==> src/rtl/dbg_evt_status.sv <==
module dbg_evt_status #(
  parameter int W = 32
) (
  input  logic         clk,
  input  logic         rst_n,
  input  logic         ev_uncond,
  input  logic         ev_icmp,
  input  logic         ev_brt,
  input  logic         ev_irpt,
  input  logic         ev_trap,
  input  logic [3:0]   ev_iac,
  input  logic [1:0]   ev_dac_rd,
  input  logic [1:0]   ev_dac_wr,
  input  logic [1:0]   dac1_mode,
  input  logic [1:0]   dac2_mode,
  input  logic         dbg_int_en,
  input  logic         int_dbg_mode,
  input  logic         ext_dbg_mode,
  input  logic         dac_err,
  input  logic         sw_wr_en,
  input  logic [W-1:0] sw_wr_data,
  output logic [W-1:0] status
);

  localparam int IMP = W - 1;
  localparam int UNC = W - 2;
  localparam int RC_LO = W - 4;
  localparam int FLAG_LSB = W - 16;
  localparam logic [W-1:0] RST_VAL = W'(1) << RC_LO;

  logic [W-1:0] ev_set, keep_mask, clr;
  logic [15:0]  ev_msb;
  logic         any_ev, imp;

  assign ev_msb = {
    1'b0,
    ev_uncond,
    2'b00,
    ev_icmp, ev_brt, ev_irpt, ev_trap,
    ev_iac[0], ev_iac[1], ev_iac[2], ev_iac[3],
    ev_dac_rd[0] & dac1_mode[1],
    ev_dac_wr[0] & dac1_mode[0],
    ev_dac_rd[1] & dac2_mode[1],
    ev_dac_wr[1] & dac2_mode[0]
  };

  assign any_ev = |ev_msb;

  assign imp = (~dbg_int_en & int_dbg_mode & any_ev)
             | (ext_dbg_mode & ~int_dbg_mode & dac_err);

  always_comb begin
    ev_set = '0;
    ev_set[W-1:FLAG_LSB] = ev_msb;
    ev_set[IMP] = imp;
  end

  always_comb begin
    keep_mask = '0;
    keep_mask[W-1:FLAG_LSB] = '1;
    keep_mask[RC_LO+1] = 1'b0;
  end

  assign clr = sw_wr_en ? sw_wr_data : '0;

  always_ff @(posedge clk or negedge rst_n) begin
    if (!rst_n) status <= RST_VAL;
    else        status <= (status & ~clr & keep_mask) | ev_set;
  end

  logic unused_ok;
  assign unused_ok = ^{UNC};

endmodule


==> config.mk <==
export PLATFORM = sky130hd
export DESIGN_NAME = dbg_evt_status
export DESIGN_NICKNAME = d
export VERILOG_FILES = /design/src/rtl/dbg_evt_status.sv
export SDC_FILE = /design/constraint.sdc
export NUM_CORES = 1
export LEC_CHECK = 0
export BUFFER_PORTS_ARGS = -buffer_cell sky130_fd_sc_hd__buf_4
export CAP_MARGIN = 5
export CORE_UTILIZATION = 30
export CTS_BUF_LIST = sky130_fd_sc_hd__clkbuf_8
export CTS_CLUSTER_SIZE = 30
export DETAILED_ROUTE_END_ITERATION = 6
export GPL_ROUTABILITY_DRIVEN = 0
export PLACE_DENSITY = 0.77
export SKIP_LAST_GASP = 1
export SLEW_MARGIN = 10
export SYNTH_ARGS = -nofsm -noshare
export SYNTH_HDL_FRONTEND = slang
export SYNTH_SLANG_ARGS = --single-unit
==> constraint.sdc <==
create_clock -name clk -period 0.8 [get_ports clk]
set_input_delay 0.16 -clock clk [delete_from_list [all_inputs] [get_ports clk]]
set_output_delay 0.16 -clock clk [all_outputs]
set_load 0.01 [all_outputs]
* Yosys cells after proc, flatten, opt, wreduce, memory -nomap -nowiden *
Index checks and enable logic that the tools add are counted.

storage, ports and cells
  register bits = 32
  input bits = 56

operators by class
  bitwise logic cells = 14
  reductions and logical operators = 1
  mux-type cells = 1

operators with widths
  kind               count
  $and A32 B32 Y32   1
  $mux W32           1
  $not A32 Y32       1
  $or A32 B32 Y32    1
  $reduce_or A13 Y1  1
  $and A1 B1 Y1      8
  $not A1 Y1         2
  $or A1 B1 Y1       1

* Logic depth before layout (Yosys ltp) *
  depth in word-level cells = 5
  mapped depth = 4

* Worst setup path before layout *
Ideal clock, no wire load.

  kind = input -> register
  from = input ev_dac_rd[0]
  to = register status[31]
  stages on the path = 3
  data required time = 0.670 ns
  setup time = 0.130 ns
  path buffers = 0
  data arrival time = 0.728 ns
  slack = -0.058 ns
  cell sequence = a222oi_1 a41o_1 o211ai_1

on the way
  cells in the longest elaborated chain, start to end = 5

RTL lines
  what                  line  text
  start, declared       12    input logic [1:0] ev_dac_rd,
  $and A1 B1 Y1         41    ev_dac_rd[0] & dac1_mode[1],
  $reduce_or A13 Y1     47    assign any_ev = |ev_msb;
  $and A1 B1 Y1         49    assign imp = (~dbg_int_en & int_dbg_mode & any_ev)
  $or A1 B1 Y1          50    | (ext_dbg_mode & ~int_dbg_mode & dac_err);
  $or A32 B32 Y32       68    else status <= (status & ~clr & keep_mask) | ev_set;
  end signal, assigned  68
  end, declared         22    output logic [W-1:0] status

No other way between the ends.

* Worst setup path in the final report *
  from = register status[28]
  to = output status[28]

No word-level cell between the ends.

==> impl_metrics.tcl <==
set metrics [dict create \
    hold_viol 0 \
    largest_reg_flops 15 \
    clk_pin_slew_ns 0.06 \
    cts_tree "built" \
    top_register "status" \
    netlist_instances 71 \
    post-route-period-util 1.293 \
    largestRegisters "status x15" \
    violations "negative setup slack" \
    slew_violations 0 \
    viasPerCell 4.375 \
    crit_path_start_kind "register" \
    crit_family "flip-flops" \
    hold_class "primary input to register" \
    globalRoute.totalOverflow 0 \
    dp_hpwl_microns 1468 \
    routed_wl_microns 1857 \
    ys_seq_area_frac 0.5110 \
    power.density_nw_per_um2 1575 \
    die_w_microns 51.57 \
    start_util 0.3269 \
    rows 17 \
    ios 88 \
    maxCapViolCount 0 \
    setup_viol 17 \
    port_buffers 53 \
    clkSinkCount 15 \
    root_buffer "clkbuf_8" \
    diodes 0 \
    timing.rr.end "status[25]" \
    reg2reg_slack_ns -0.08 \
    vias 700 \
    first_iter_violations 5 \
    p_total_mw 2.004 \
    ctsLongestPathBuffers 2 \
    worst_setup_path_end_kind "primary output" \
    grt_antenna_before_repair 0 \
    path_buf_inv 1 \
    rsz0062_at_grt "true" \
    coreArea_sq_um 2255 \
    grt_pass1_wl_microns 2994 \
    max_stage_delay_ns 0.54 \
    wl_per_cell_microns 11.61 \
    min_path_cells 2 \
    fmax_mhz 966.8 \
    pre_cts_slack_ns -0.2903 \
    die_h_microns 51.57 \
    syn_avg_cell_area_sq_um 10.38 \
    die_area_sq_um 2659 \
    required_ns 0.64 \
    ir_drop_uv 995.4 \
    whs_endpoint "status[28]" \
    final.setup.worst_slack_ns -0.2343 \
    area_growth_pct 72.67 \
    nets 189 \
    worst_r2r_path_depth 3 \
    arrival_ns 0.87 \
    timing.rr.start "status[25]" \
    worstSetupStartpoint "status[28]" \
    drive_above_1_share 0.4848 \
    grt_pass1_vias 728 \
    numCtsBuffers 3 \
    drc_errors 0 \
    insertion_delay_ns 0.24 \
    finalSetupTns_ns -2.071 \
    yosys_warnings 0 \
    antenna_left 0 \
    grt_max_degree 16 \
    period_needed_ns 1.034 \
    synth.distinct_cells 17 \
    cp_slowest_cell "dfstp_2" \
    ys_ff_latch 15 \
    finalClockSkew_ns 0 \
    synthesis.area_sq_um 737.0 \
    crit_type "register to primary output" \
    fin_util 0.5644 \
    leakage_nw 0.6458 \
    crit_chain "buf_6" \
    drt_pass1_iterations 4 \
    status "finished, violations left" \
    grtUsageTotal 0.1516 \
    hp-start "sw_wr_data[28]" \
    htreeDepth 1 \
    path_max_fanout 2 \
]
[layer usage]
metal  routed length [microns]  up-vias  GRT usage
li1                          -      330          -
met4                         0        0    0.04505
met5                         0        -          0
met2                       995       45     0.2965
met1                       723      325     0.1605
met3                       137        0    0.02924
[cells in the mapped netlist]
| library cell | n | area share |
|---|---|---|
| nor3_1 | 1 | 0.0068 |
| buf_4 | 17 | 0.17 |
| nand2_1 | 16 | 0.081 |
| conb_1 | 1 | 0.0051 |
| a22o_1 | 3 | 0.036 |
| nand2b_1 | 1 | 0.0085 |
| nor4_1 | 1 | 0.0085 |
| dfrtp_1 | 14 | 0.48 |
| o211ai_1 | 1 | 0.010 |
| a21o_1 | 9 | 0.092 |
| a222oi_1 | 1 | 0.014 |
| a211oi_1 | 1 | 0.010 |
| a41o_1 | 1 | 0.014 |
| buf_2 | 1 | 0.0068 |
| a22o_2 | 1 | 0.014 |
| dfstp_2 | 1 | 0.036 |
| a21boi_0 | 1 | 0.010 |
[power by group]
group	switching, mW	leakage (nW)	internal, mW
Combinational	0.194	0.468	0.320
Clock	0.277	0.0217	0.349
Sequential	0.0449	0.156	0.818
Total	0.516	0.646	1.49
[cell families (layout without fill, tap and decap cells)]
kind of cell / count (synthesis) / in the layout / synth area share
buffers and inverters: 18 / 63 / 0.1800
other: 1 / 17 / 0.005088
AOI/OAI and AO/OA: 18 / 18 / 0.1987
DFF: 15 / 15 / 0.5110
and+or+nand+nor: 19 / 19 / 0.1053
[cell usage in the layout, fill, tap and decap left out, drive strengths merged]
cell,synthesis,routed
a211oi,1,1
a21boi,1,1
a21o,9,9
a222oi,1,1
a22o,4,4
a41o,1,1
buf,18,58
clkbuf,0,3
clkinvlp,0,1
conb,1,17
dfrtp,14,14
dfstp,1,1
dlygate4sd3,0,1
nand2,16,16
nand2b,1,1
nor3,1,1
nor4,1,1
o211ai,1,1
[metrics by stage]
| step | instances | instance area [sq um] | hold slack, ns |
|---|---|---|---|
| 2_1_floorplan | 87 | 797.0 | -0.1356 |
| 5_1_grt | 160 | 1272 | 0.08540 |
| 4_1_cts | 158 | 1242 | 0.06024 |
| 6_report | 160 | 1272 | 0.05853 |
| 3_5_place_dp | 150 | 1097 | 0.02805 |
| 3_3_place_gp | 150 | 1097 | 0.02618 |
[final cells by class]
type | count | area, sq um
Clock inverter | 1 | 7.507
Fill cell | 225 | 982.2
Timing Repair Buffer | 59 | 516.7
Clock buffer | 3 | 41.29
Tap cell | 28 | 35.03
Multi-Input combinational cell | 54 | 295.3
Sequential cell | 15 | 376.6
[how the worst max path moves through the flow]
stage	slack (ns)	endpoint	cells past startpoint
global route	-0.25	status[28]	1
floorplan	-0.05	status[31]	3
detailed placement	-0.29	status[31]	4
CTS	-0.24	status[28]	1
finish	-0.23	status[28]	1
global placement	-0.28	status[31]	4
[repair_timing]
| action | in CTS | in global routing |
|---|---|---|
| setup endpoints to repair | 16 | 18 |
| cloned | 0 | 0 |
| buffers inserted | 3 | 2 |
| pin swaps | 2 | 2 |
| resized for setup | 17 | 3 |
| hold endpoints to repair | 15 | 0 |
| hold buffers | 1 | 0 |
Power figures use the tool's default switching activity.
